===== config.mk =====
export PLATFORM = sky130hd
export DESIGN_NAME = uart_tx_rs485
export DESIGN_NICKNAME = d
export VERILOG_FILES = /design/src/rtl/utx_pkg.sv /design/src/rtl/utx_hold.sv /design/src/rtl/utx_parity.sv /design/src/rtl/utx_fsm.sv /design/src/rtl/uart_tx_rs485.sv
export SDC_FILE = /design/constraint.sdc
export NUM_CORES = 1
export LEC_CHECK = 0
export ABC_AREA = 1
export BUFFER_PORTS_ARGS = -buffer_cell sky130_fd_sc_hd__buf_4
export CORE_UTILIZATION = 45
export DETAILED_ROUTE_END_ITERATION = 10
export SETUP_SLACK_MARGIN = 0.15
export SLEW_MARGIN = 5
export SYNTH_ARGS = -nofsm -noshare
export SYNTH_HDL_FRONTEND = slang
export SYNTH_SLANG_ARGS = --single-unit
export TNS_END_PERCENT = 5

===== constraint.sdc =====
create_clock -name clk -period 4.92 [get_ports clk]
set_clock_uncertainty 0.15 [all_clocks]
set_input_delay 0.492 -clock clk [delete_from_list [all_inputs] [get_ports clk]]
set_output_delay 0.492 -clock clk [all_outputs]
set_load 0.005 [all_outputs]

===== src/rtl/utx_pkg.sv =====
package utx_pkg;
    typedef enum logic [2:0] {
        S_IDLE   = 3'd0,
        S_START  = 3'd1,
        S_DATA   = 3'd2,
        S_PARITY = 3'd3,
        S_STOP   = 3'd4,
        S_TAIL   = 3'd5,
        S_BREAK  = 3'd6
    } utx_state_e;

    localparam logic [2:0] PAR_EVEN  = 3'd1;
    localparam logic [2:0] PAR_ODD   = 3'd2;
    localparam logic [2:0] PAR_MARK  = 3'd3;
    localparam logic [2:0] PAR_SPACE = 3'd4;
endpackage


===== src/rtl/utx_hold.sv =====
module utx_hold #(
    parameter int DATA_W = 8
) (
    input  logic              clk,
    input  logic              rst_n,
    input  logic [DATA_W-1:0] in_data,
    input  logic              in_valid,
    output logic              in_ready,
    input  logic              take,
    output logic              full,
    output logic [DATA_W-1:0] data
);
    always_ff @(posedge clk or negedge rst_n) begin
        if (!rst_n) begin
            full <= 1'b0;
            data <= '0;
        end else if (in_valid && !full) begin
            full <= 1'b1;
            data <= in_data;
        end else if (take) begin
            full <= 1'b0;
        end
    end

    assign in_ready = !full;


    hold_block_chk: assert property (@(posedge clk) disable iff (!rst_n)
        (in_valid && in_ready) |=> !in_ready);
endmodule


===== src/rtl/utx_parity.sv =====
module utx_parity import utx_pkg::*; #(
    parameter int DATA_W = 8
) (
    input  logic [DATA_W-1:0] data,
    input  logic [1:0]        len_code,
    input  logic [2:0]        mode,
    output logic              par_en,
    output logic              par_bit
);
    localparam int MIN_BITS = 5;
    logic acc;

    always_comb begin
        acc = 1'b0;
        for (int i = 0; i < DATA_W; i++) begin
            if (i < MIN_BITS + int'(len_code)) acc = acc ^ data[i];
        end
        par_en  = 1'b1;
        par_bit = 1'b0;
        unique case (mode)
            PAR_EVEN:  par_bit = acc;
            PAR_ODD:   par_bit = ~acc;
            PAR_MARK:  par_bit = 1'b1;
            PAR_SPACE: par_bit = 1'b0;
            default:   par_en  = 1'b0;
        endcase
    end
endmodule


===== src/rtl/utx_fsm.sv =====
module utx_fsm import utx_pkg::*; #(
    parameter int DATA_W = 8,
    parameter int BRK_W  = 8
) (
    input  logic              clk,
    input  logic              rst_n,
    input  logic              half_tick,
    input  logic              hold_full,
    input  logic [DATA_W-1:0] hold_data,
    output logic              take,
    input  logic [1:0]        cfg_len,
    input  logic [1:0]        cfg_stop,
    input  logic              par_en,
    input  logic              par_bit,
    input  logic              cts_n,
    input  logic              brk_req,
    input  logic [BRK_W-1:0]  brk_bits,
    output logic              txd,
    output logic              de_act
);
    localparam int CNT_W = BRK_W + 2;
    localparam int IDX_W = (DATA_W > 1) ? $clog2(DATA_W) : 1;

    utx_state_e        state_q, state_d;
    logic [CNT_W-1:0]  remain_q;
    logic [IDX_W-1:0]  idx_q, last_idx_q;
    logic [DATA_W-1:0] shreg_q;
    logic              lat_par_en_q, lat_par_bit_q;
    logic [2:0]        stop_h_q, stop_h_new;
    logic [1:0]        lat_len_q;
    logic              at_end, boundary, launch_brk, launch_dat;
    logic [BRK_W-1:0]  brk_eff;
    logic [CNT_W-1:0]  brk_load, stop_load;

    always_comb begin
        at_end     = (remain_q == '0);
        boundary   = half_tick && ((state_q == S_IDLE) || (state_q == S_TAIL && at_end));
        launch_brk = boundary && brk_req;
        launch_dat = boundary && !brk_req && hold_full && !cts_n;
        take       = launch_dat;
        brk_eff    = (brk_bits == '0) ? BRK_W'(1) : brk_bits;
        brk_load   = {1'b0, brk_eff, 1'b0} - CNT_W'(1);
        stop_load  = CNT_W'(stop_h_q) - CNT_W'(1);
        unique case (cfg_stop)
            2'd0:    stop_h_new = 3'd2;
            2'd1:    stop_h_new = (cfg_len == 2'd0) ? 3'd3 : 3'd4;
            default: stop_h_new = 3'd4;
        endcase
    end

    always_comb begin
        state_d = state_q;
        if (launch_brk) begin
            state_d = S_BREAK;
        end else if (launch_dat) begin
            state_d = S_START;
        end else if (half_tick && at_end) begin
            unique case (state_q)
                S_IDLE:   state_d = S_IDLE;
                S_START:  state_d = S_DATA;
                S_DATA:   if (idx_q == last_idx_q)
                              state_d = lat_par_en_q ? S_PARITY : S_STOP;
                S_PARITY: state_d = S_STOP;
                S_STOP:   state_d = S_TAIL;
                S_BREAK:  state_d = S_TAIL;
                S_TAIL:   state_d = S_IDLE;
                default:  state_d = S_IDLE;
            endcase
        end
    end

    always_ff @(posedge clk or negedge rst_n) begin
        if (!rst_n) state_q <= S_IDLE;
        else        state_q <= state_d;
    end

    always_ff @(posedge clk or negedge rst_n) begin
        if (!rst_n) begin
            remain_q      <= '0;
            idx_q         <= '0;
            last_idx_q    <= '0;
            shreg_q       <= '0;
            lat_par_en_q  <= 1'b0;
            lat_par_bit_q <= 1'b0;
            stop_h_q      <= 3'd2;
            lat_len_q     <= 2'd0;
        end else if (launch_dat) begin
            shreg_q       <= hold_data;
            idx_q         <= '0;
            last_idx_q    <= IDX_W'(4) + IDX_W'(cfg_len);
            remain_q      <= CNT_W'(1);
            lat_par_en_q  <= par_en;
            lat_par_bit_q <= par_bit;
            stop_h_q      <= stop_h_new;
            lat_len_q     <= cfg_len;
        end else if (launch_brk) begin
            remain_q <= brk_load;
        end else if (half_tick && state_q != S_IDLE) begin
            if (!at_end) begin
                remain_q <= remain_q - CNT_W'(1);
            end else begin
                unique case (state_q)
                    S_START: remain_q <= CNT_W'(1);
                    S_DATA: begin
                        if (idx_q != last_idx_q) begin
                            idx_q    <= idx_q + IDX_W'(1);
                            shreg_q  <= shreg_q >> 1;
                            remain_q <= CNT_W'(1);
                        end else begin
                            remain_q <= lat_par_en_q ? CNT_W'(1) : stop_load;
                        end
                    end
                    S_PARITY: remain_q <= stop_load;
                    S_STOP:   remain_q <= CNT_W'(1);
                    S_BREAK:  remain_q <= CNT_W'(1);
                    default:  remain_q <= remain_q;
                endcase
            end
        end
    end

    always_comb begin
        txd    = 1'b1;
        de_act = 1'b1;
        unique case (state_q)
            S_IDLE:   de_act = 1'b0;
            S_START:  txd = 1'b0;
            S_DATA:   txd = shreg_q[0];
            S_PARITY: txd = lat_par_bit_q;
            S_STOP:   txd = 1'b1;
            S_TAIL:   txd = 1'b1;
            S_BREAK:  txd = 1'b0;
            default:  de_act = 1'b0;
        endcase
    end


    tick_step_chk: assert property (@(posedge clk) disable iff (!rst_n)
        (state_q != $past(state_q)) |-> $past(half_tick));


    cts_gate_chk: assert property (@(posedge clk) disable iff (!rst_n)
        (state_q == S_START && $past(state_q) != S_START) |-> !$past(cts_n));


    half_stop_chk: assert property (@(posedge clk) disable iff (!rst_n)
        (stop_h_q == 3'd3) |-> (lat_len_q == 2'd0));


    par_hold_chk: assert property (@(posedge clk) disable iff (!rst_n)
        ((state_q == S_DATA || state_q == S_PARITY) &&
         ($past(state_q) == S_START || $past(state_q) == S_DATA || $past(state_q) == S_PARITY))
        |-> $stable(lat_par_bit_q));


    tail_entry_chk: assert property (@(posedge clk) disable iff (!rst_n)
        (state_q == S_TAIL && $past(state_q) != S_TAIL)
        |-> ($past(state_q) == S_STOP || $past(state_q) == S_BREAK));
endmodule


===== src/rtl/uart_tx_rs485.sv =====
module uart_tx_rs485 #(
    parameter int DATA_W = 8,
    parameter int BRK_W  = 8
) (
    input  logic              clk,
    input  logic              rst_n,
    input  logic              half_tick,
    input  logic [DATA_W-1:0] in_data,
    input  logic              in_valid,
    output logic              in_ready,
    input  logic [1:0]        cfg_len,
    input  logic [1:0]        cfg_stop,
    input  logic [2:0]        cfg_par,
    input  logic              cfg_de_low,
    input  logic              cts_n,
    input  logic              brk_req,
    input  logic [BRK_W-1:0]  brk_bits,
    output logic              txd,
    output logic              de
);
    logic              hold_full, take, par_en, par_bit, de_act;
    logic [DATA_W-1:0] hold_data;

    utx_hold #(.DATA_W(DATA_W)) u_hold (
        .clk(clk), .rst_n(rst_n), .in_data(in_data), .in_valid(in_valid),
        .in_ready(in_ready), .take(take), .full(hold_full), .data(hold_data)
    );

    utx_parity #(.DATA_W(DATA_W)) u_par (
        .data(hold_data), .len_code(cfg_len), .mode(cfg_par),
        .par_en(par_en), .par_bit(par_bit)
    );

    utx_fsm #(.DATA_W(DATA_W), .BRK_W(BRK_W)) u_fsm (
        .clk(clk), .rst_n(rst_n), .half_tick(half_tick),
        .hold_full(hold_full), .hold_data(hold_data), .take(take),
        .cfg_len(cfg_len), .cfg_stop(cfg_stop), .par_en(par_en), .par_bit(par_bit),
        .cts_n(cts_n), .brk_req(brk_req), .brk_bits(brk_bits),
        .txd(txd), .de_act(de_act)
    );

    assign de = de_act ^ cfg_de_low;


    de_on_low_chk: assert property (@(posedge clk) disable iff (!rst_n)
        (!txd) |-> (de != cfg_de_low));
endmodule


==> reports/qor.yml, run 1 <==
timing.setup.tns_ns: 0
worst_path_max_delay_cell: "nand2_1"
dp_hpwl_microns: 4900
number_of_antenna_violations_at_the_first_check_in_global_routing: 0
io-pin-count: 33
end_kind: "register"
cts_root_buf: "clkbuf_8"
tritoncts_clock_tree: "built"
power_density_mw_per_mm2: 570
antenna_cells: 0
grt_usage: 0.225
timing.critical_path.arrival_ns: 2.75
design.die.area_sq_mm: 0.00641
final.hold.worst_slack_ns: 0.0310
layout-area-overhead-vs-synth_pct: 13.6
via_count_of_the_first_global_routing_pass: 2411
r2r.worst_path.cells: 10
placeableCoreArea_sq_mm: 0.00589
timing.final.crit_share: 0.545
worst_pin_slew_ns: 0.969
cts-buffers-inserted: 5
area_of_all_sequential_standard_cells_sq_mm: 0.00103
synth_top_family_by_area: "simple AND/OR/NAND/NOR gates"
synth-compound-area-share: 0.0858
postSynthRegisterBits: 41
yosysUniqueCellTypes: 35
worstPathCellList: "inv_1 > ha_1 > nand3_1 > nor2_2 > nand4_2 > nand2_2 > nand2_1 > nand2_2 > nor2_1 > nor2_1"
detail_route.vias_per_cell: 5.03
cts_resized: 0
area_fraction_of_the_dominant_cell_type_after_synthesis: 0.365
post_synth_mux_area_share: 0.00411
drt_iter0_drc: 92
net_switching_power_figure_mw: 0.831
synthesis.area_sq_mm: 0.00274
filler_cell_count: 608
detailedRoute.firstPassIterationCount: 4
clkLatencyLatePin_ns: 0.29
synth-async-reset-ratio: 1.00
synth_commonest_cells: "nand2_1, nor2_1, nand3_1"
grt_max_degree: 42
synthesis.area_per_instance_sq_um: 6.87
dpl.cell_count: 498
yosys_most_used_dff: "dfrtp_1"
p_seq_frac: 0.342
post_route_cells_drive_above_1_share: 0.158
hold_viol: 0
clockPowerShare: 0.128
startpoint_type: "register"
yosysWarnings: 0
synth_sequential_area_ratio: 0.375
min_path_type: "in2async"
critical_path_depth: 10
netlist_instances: 399
finalNetCount: 466
p_leak_nw: 1.63
cts_num_sinks: 41
synth_edf_count: 0
max-slew-margin-rel: 0.353
final_max_slew_viol_count: 0
place.gp.congestion: 0.850
combinationalPowerShare: 0.530
critical_path_peak_fanout: 30
synthesis.nets: 435
htreeDepth: 2
routed_wl_per_cell_microns: 12.8
internal-power_mw: 0.944
power_switching_share: 0.468
worst_path_dominant_cell_family: "simple AND/OR/NAND/NOR gates"
max-cap-violations: 0
wirelength_microns: 6480
outcome: "complete, no violations"
worst_path_max_stage_delay_ns: 0.61
highest_attainable_clock_frequency_ghz: 0.373
fin_util: 0.529
rsz0062_at_grt: "no"
setup.worst_path.start: "u_fsm.remain_q[0]"
netlist.top_cell.by_area: "dfrtp_1"
multi_input_logic_area_sq_mm: 0.00149
initial_core_util: 0.466
synth_area_in_simple_gates: 0.391
globalRouteOverflowTotal: 0
worst_ep_required_time_ns: 4.99
final_cell_count_no_fill: 506
chipHeight_microns: 80.1
synth.area.top_cells: "dfrtp_1, nand2_1, nand3_1"
synthAdderAreaFrac: 0.0274
worst-path-buf-inv: 1
via_count: 2543
synth-xor-area-share: 0.0351
setup_violations: 0
synthMostInstantiatedCell: "nand2_1"
buffer_ports.inserted: 32
critPathKind: "reg2reg"
clk_pin_slew_ns: 0.08
rows: 28
vdd_drop_max_mv: 0.234
number_of_buffers_on_the_longest_clock_path: 2
timing.final.crit_period_ns: 2.68
post-cts-setup-buffer-count: 0
drc_errors: 0
grt_pass1_wl_microns: 11000
hold_buffers: 0
postRouteAntennaNets: 0
critical_path.reg2reg.startpoint: "u_fsm.remain_q[0]"
die_width_microns: 80.1
[final timing paths]
| check | end | slack, ns |
|---|---|---|
| worst min register to register | u_fsm.last_idx_q[2] | 0.34 |
| min in group clk | u_fsm.last_idx_q[1] | 0.27 |
| worst min-delay path | u_fsm.remain_q[5] | 0.03 |
| worst max register to register | u_fsm.shreg_q[0] | 2.24 |
| max in group asynchronous | u_fsm.idx_q[2] | 4.21 |
| worst max-delay path | u_fsm.shreg_q[0] | 2.24 |
[cell type report]
cell class / count / area share
well taps: 75 / 0.0301
flip-flops and latches: 41 / 0.330
inverters: 47 / 0.0566
multi-input cells: 303 / 0.478
clock buffers: 6 / 0.0233
clock inverters: 2 / 0.00482
repair buffers: 32 / 0.0771
[registers in the layout, summed over array words and instances, names as in the netlist]
signal and flops:
u_fsm.state_q 3, u_fsm.last_idx_q 3, u_fsm.idx_q 3, u_fsm.shreg_q 8
u_fsm.stop_h_q 3, u_fsm.remain_q 10, u_hold.data 8, u_fsm.lat_par_en_q 1
u_fsm.lat_par_bit_q 1, u_hold.full 1
[layout by cell type, fill, tap and decap left out, types with 3 or more instances in the layout]
| master | synthesis | routed |
|---|---|---|
| clkbuf_8 | 0 | 5 |
| nor3_1 | 10 | 10 |
| nand2_1 | 122 | 122 |
| o21ai_0 | 7 | 7 |
| inv_1 | 34 | 34 |
| xor2_1 | 10 | 10 |
| ha_1 | 6 | 6 |
| a21oi_1 | 10 | 10 |
| inv_2 | 13 | 13 |
| buf_4 | 0 | 32 |
| dfrtp_1 | 40 | 40 |
| nand4_1 | 6 | 6 |
| nand3_1 | 45 | 45 |
| nor2_1 | 46 | 46 |
| nand3b_1 | 3 | 3 |
| o21ai_1 | 13 | 13 |
| nand2_2 | 4 | 4 |
[per-layer routing]
metal	wire, microns	GRT usage
met3	170	0.0352
met1	2970	0.279
met4	163	0.0964
met2	3180	0.385
met5	0	0
[cell families after synthesis]
| family | Yosys count |
|---|---|
| adders and majority gates | 6 |
| muxes | 1 |
| and+or+nand+nor | 245 |
| buffers and inverters | 55 |
| AOI/OAI and AO/OA | 40 |
| DFF | 41 |
| xor gates and xnor gates | 11 |
[power groups by stage]
stage               clock network [mW]  registers [mW]  logic [mW]
detailed placement                   0           0.614       0.939
finish                           0.227           0.607       0.940
global route                     0.251           0.628        1.09
floorplan                            0           0.577       0.736
global placement                     0           0.613       0.931
CTS                              0.236           0.608       0.943
[worst reg2reg max path: cells and delay by family (launching register included)]
| kind | cells | cell delay, ns |
|---|---|---|
| flops | 1 | 0.39 |
| simple gates | 8 | 1.76 |
| fa+ha+maj | 1 | 0.20 |
| buf+inv | 1 | 0.11 |
[metrics by stage]
stage	setup WS (ns)	instance area (sq um)	total power, mW
2_1_floorplan	3.02	2740	1.31
3_3_place_gp	2.34	3030	1.54
3_5_place_dp	2.21	3030	1.55
4_1_cts	2.17	3120	1.79
5_1_grt	1.96	3120	1.97
6_report	2.24	3120	1.77
Note: power is estimated with default switching activity, not from simulation.
==> inputs of run 2 (changes only) <==
- PLACE_DENSITY: not set -> 0.67
- clock period: 4.92 -> 2.3 ns (I/O delays scaled with it)
==> run 2 against run 1 <==
Net effect:
- flip-flop and latch count unchanged
- global-route usage decreased by 0.43 points
- power increased by 130%
- utilization increased by 2.9 points
- largest power group unchanged
==> reports/qor.yml, run 2 (synthesized netlist as in run 1, its figures left out) <==
timing.final.crit_period_ns: 2.06
grt_max_degree: 42
cts_num_sinks: 41
number_of_antenna_violations_at_the_first_check_in_global_routing: 0
buffer_ports.inserted: 32
clkLatencyLatePin_ns: 0.30
largest_register_ffs: 10
filler_cell_count: 561
io-pin-count: 33
layout-area-overhead-vs-synth_pct: 19.8
end_kind: "register"
worst_ep_required_time_ns: 2.34
post-place-ws_ns: 0.170
hold_depth: 3
timing.critical_path.arrival_ns: 2.09
htreeDepth: 2
via_count_of_the_first_global_routing_pass: 2405
timing.final.crit_share: 0.895
globalRouteOverflowTotal: 0
worst_pin_slew_ns: 0.533
largest_register: "u_fsm.remain_q"
chipHeight_microns: 80.1
detailedRoute.firstPassIterationCount: 5
min_path_type: "in2reg"
hold_viol: 0
final_cell_mix: "nand2_1, nor2_1, nand3_1, dfrtp_1, buf_4"
routed_wl_per_cell_microns: 12.6
max-cap-violations: 0
vdd_drop_max_mv: 0.563
postRouteAntennaNets: 0
place.gp.congestion: 0.896
layout_commonest_cell: "nand2_1"
r2r.worst_path.cells: 11
wirelength_microns: 6460
finalNetCount: 474
number_of_buffers_on_the_longest_clock_path: 2
top_regs: "u_fsm.remain_q (10), u_fsm.shreg_q (8), u_hold.data (8)"
postLayoutSetupSlackWorst_ns: 0.242
via_count: 2629
rsz0062_at_grt: "yes"
clk_pin_slew_ns: 0.08
max-slew-margin-rel: 0.645
dp_hpwl_microns: 4820
critPathKind: "reg2reg"
highest_attainable_clock_frequency_ghz: 0.486
p_leak_nw: 1.71
outcome: "complete, no violations"
rows: 28
critical_path_peak_fanout: 10
power_density_mw_per_mm2: 1230
die_width_microns: 80.1
grt_pass1_wl_microns: 10900
drc_errors: 0
setup_violations: 0
final_max_slew_viol_count: 0
grt_usage: 0.220
initial_core_util: 0.466
antenna_cells: 0
cts-buffers-inserted: 5
tritoncts_clock_tree: "built"
timing.setup.tns_ns: 0
placeableCoreArea_sq_mm: 0.00589
design.die.area_sq_mm: 0.00641
startpoint_type: "register"
cts_root_buf: "clkbuf_8"
post_route_cells_drive_above_1_share: 0.187
detail_route.vias_per_cell: 5.11
drt_iter0_drc: 169
-- run 2: cell types whose count changed in the layout (fill, tap and decap cells not counted), moves of 2 or more --
cell | before | now
inv_1 | 34 | 32
nand2_4 | 1 | 4
a21oi_4 | 1 | 3
buf_4 | 32 | 37
nand2_2 | 4 | 2
-- run 2: metrics by stage --
step	cells	cell area [sq um]	hold slack (ns)	total power, mW	utilization
2_1_floorplan	399	2740	-0.216	2.81	-
3_3_place_gp	500	3040	0.100	3.28	0.517
3_5_place_dp	500	3040	0.102	3.32	0.517
4_1_cts	509	3180	0.00747	3.95	0.540
5_1_grt	514	3290	0.00692	4.47	0.558
6_report	514	3290	0.00906	4.05	0.558
-- run 2: final timing paths --
| path | start | end | slack [ns] |
|---|---|---|---|
| min | cfg_len[1] | u_fsm.last_idx_q[1] | 0.009 |
| max reg2reg | u_fsm.remain_q[0] | u_fsm.shreg_q[1] | 0.24 |
| max in group asynchronous | rst_n | u_fsm.stop_h_q[1] | 1.32 |
| min in group asynchronous | rst_n | u_fsm.remain_q[7] | 0.30 |
| max | u_fsm.remain_q[0] | u_fsm.shreg_q[1] | 0.24 |
| min reg2reg | u_fsm.last_idx_q[2] | u_fsm.last_idx_q[2] | 0.34 |
-- run 2: power breakdown --
part	total (mW)	switching, mW	internal [mW]
combinational	2.13	1.31	0.823
clock	0.614	0.261	0.353
sequential	1.30	0.258	1.04
total	4.05	1.83	2.22
-- run 2: layer usage --
layer	vias to the layer above	track usage	wire length, microns
met5	-	0	0
met4	0	0.0786	114
met3	8	0.0341	185
met2	41	0.362	3120
met1	1221	0.292	3040
li1	1359	-	-
-- run 2: worst max-delay path, stage by stage (launching register included) --
cell and delay (ns):
dfrtp_1 0.39, inv_2 0.10, ha_4 0.15, nand3_1 0.12, nor2_4 0.20, nand2_4 0.10
inv_2 0.09, nand2_1 0.08, nor2_4 0.22, inv_4 0.10, nor3_2 0.16, nor2_1 0.07
-- run 2: timing repair --
item | CTS | global route
pin swaps | 0 | 4
gates cloned | 0 | 1
endpoints found under the setup margin | 1 | 27
hold endpoints to repair | 40 | 0
resized for setup | 1 | 15
hold buffers | 1 | 0
setup buffers | 0 | 4
-- run 2: cell type report --
cell class	instances	area (sq um)	share of cell area
Sequential cell	41	1030	0.313
Timing Repair Buffer	39	299	0.0910
Clock inverter	2	37.5	0.0114
Inverter	47	179	0.0545
Multi-Input combinational cell	304	1570	0.477
Clock buffer	6	82.6	0.0251
Tap cell	75	93.8	0.0286
==> inputs of run 3 (changes only) <==
- CORE_UTILIZATION: 45 -> 40
- PLACE_DENSITY: 0.67 -> not set
==> run 3 against run 2 <==
Net effect:
- combinational power decreased by 3%
- utilization is 6.3 points lower
- clock power fell by 14%
- routed wire length up 2.7%
- register-to-register slack worse by 0.04 ns
- worst hold slack improved by 0.0083 ns
- maximum frequency is 1.8% lower
- largest power group unchanged
==> reports/qor.yml, run 3 (synthesized netlist as in run 1, its figures left out) <==
antenna_cells: 0
htreeDepth: 2
wirelength_microns: 6640
timing.critical_path.arrival_ns: 2.16
setup.worst_path.start: "u_fsm.remain_q[0]"
setup_violations: 0
place.gp.congestion: 0.848
timing.final.crit_period_ns: 2.10
fin_util: 0.495
startpoint_type: "register"
largest_register: "u_fsm.remain_q"
placeableCoreArea_sq_mm: 0.00649
finalNetCount: 473
outcome: "complete, no violations"
rows: 29
critical_path_peak_fanout: 10
drc_errors: 0
postRouteAntennaNets: 0
layout_commonest_cell: "nand2_1"
top_regs: "u_fsm.remain_q (10), u_fsm.shreg_q (8), u_hold.data (8)"
post_route_cells_drive_above_1_share: 0.178
rr_endpoint: "u_fsm.shreg_q[6]"
max-cap-violations: 0
cts_num_sinks: 41
p_leak_nw: 1.69
hold_viol: 0
reg2reg_slack_ns: 0.20
detailedRoute.firstPassIterationCount: 5
r2r.worst_path.cells: 9
multi_input_logic_area_sq_mm: 0.00153
final_cell_mix: "nand2_1, nor2_1, nand3_1, dfrtp_1, buf_4"
highest_attainable_clock_frequency_ghz: 0.477
rsz0062_at_grt: "yes"
timing.setup.tns_ns: 0
cts-buffers-inserted: 5
worstSetupEndpoint: "u_fsm.shreg_q[6]"
via_count: 2623
design.die.area_sq_mm: 0.00719
min_path_type: "in2reg"
critPathKind: "reg2reg"
routed_wl_per_cell_microns: 12.9
grt_usage: 0.200
clkLatencyLatePin_ns: 0.30
chipHeight_microns: 84.8
die_width_microns: 84.8
final_max_slew_viol_count: 0
worst_pin_slew_ns: 0.540
timing.final.crit_share: 0.911
tritoncts_clock_tree: "built"
end_kind: "register"
io-pin-count: 33
drt_iter0_drc: 166
buffer_ports.inserted: 32
detail_route.vias_per_cell: 5.09
grt_max_degree: 42
dp_hpwl_microns: 4980
max-slew-margin-rel: 0.640
critical_path.reg2reg.startpoint: "u_fsm.remain_q[0]"
layout-area-overhead-vs-synth_pct: 17.3
grt_pass1_wl_microns: 11400
power_density_mw_per_mm2: 1210
worst_ep_required_time_ns: 2.36
cts_root_buf: "clkbuf_8"
via_count_of_the_first_global_routing_pass: 2478
largest_register_ffs: 10
globalRouteOverflowTotal: 0
initial_core_util: 0.422
clk_pin_slew_ns: 0.08
number_of_buffers_on_the_longest_clock_path: 2
filler_cell_count: 651
vdd_drop_max_mv: 0.535
area_of_all_sequential_standard_cells_sq_mm: 0.00103
number_of_antenna_violations_at_the_first_check_in_global_routing: 0
==> run 3: metal layers <==
layer / track usage / part of all wire / up-vias
li1: - / - / 1367
met1: 0.250 / 0.46 / 1194
met2: 0.358 / 0.49 / 56
met3: 0.0354 / 0.038 / 6
met4: 0.0478 / 0.0089 / 0
met5: 0 / 0 / -
==> run 3: worst min path at each step <==
stage               startpoint           endpoint  slack, ns  cells past startpoint
floorplan                rst_n     u_fsm.idx_q[0]      -0.22                      0
global placement         rst_n  u_fsm.remain_q[4]       0.11                      1
detailed placement       rst_n  u_fsm.remain_q[4]        0.1                      1
CTS                 in_data[6]     u_hold.data[6]       0.01                      2
global route        in_data[6]     u_hold.data[6]      0.009                      2
finish              in_data[6]     u_hold.data[6]       0.02                      2
==> run 3: where the power goes <==
group / switching (mW) / leakage (nW) / internal (mW) / total (mW)
combinational: 1.27 / 1.14 / 0.795 / 2.06
sequential: 0.256 / 0.494 / 1.04 / 1.30
clock: 0.257 / 0.0542 / 0.271 / 0.529
total: 1.78 / 1.69 / 2.11 / 3.89
==> run 3: layout make-up <==
cell class	count	area share
multi-input cells	304	0.474
flip-flops and latches	41	0.319
repair buffers	38	0.0894
inverters	47	0.0556
clock buffers	7	0.0299
well taps	77	0.0299
clock inverters	1	0.00156
==> run 3: repair_timing <==
action / 4_1_cts / 5_1_grt
gates cloned: 1 / 0
setup buffers: 0 / 3
gates resized for setup: 0 / 8
pin swaps: 1 / 2
hold buffers: 1 / 0
endpoints found under the setup margin: 9 / 31
hold endpoints to repair: 40 / 0
==> run 3: critical path: stages (launching register included) <==
cell,delay [ns]
dfrtp_1,0.39
inv_2,0.09
ha_2,0.19
nand3_1,0.12
nor2_4,0.16
nand4_2,0.15
a21oi_2,0.32
buf_4,0.24
nor3_1,0.06
nor3_1,0.14
==> run 3: stage by stage <==
stage / cell area (sq um) / power [mW] / worst slack, ns / std cells / hold WS, ns
3_3_place_gp: 3050 / 3.29 / 0.223 / 502 / 0.105
6_report: 3220 / 3.89 / 0.205 / 515 / 0.0173
4_1_cts: 3170 / 3.88 / 0.131 / 512 / 0.0108
5_1_grt: 3220 / 4.31 / 0.0794 / 515 / 0.00870
2_1_floorplan: 2740 / 2.81 / 0.452 / 399 / -0.216
3_5_place_dp: 3050 / 3.32 / 0.125 / 502 / 0.0995
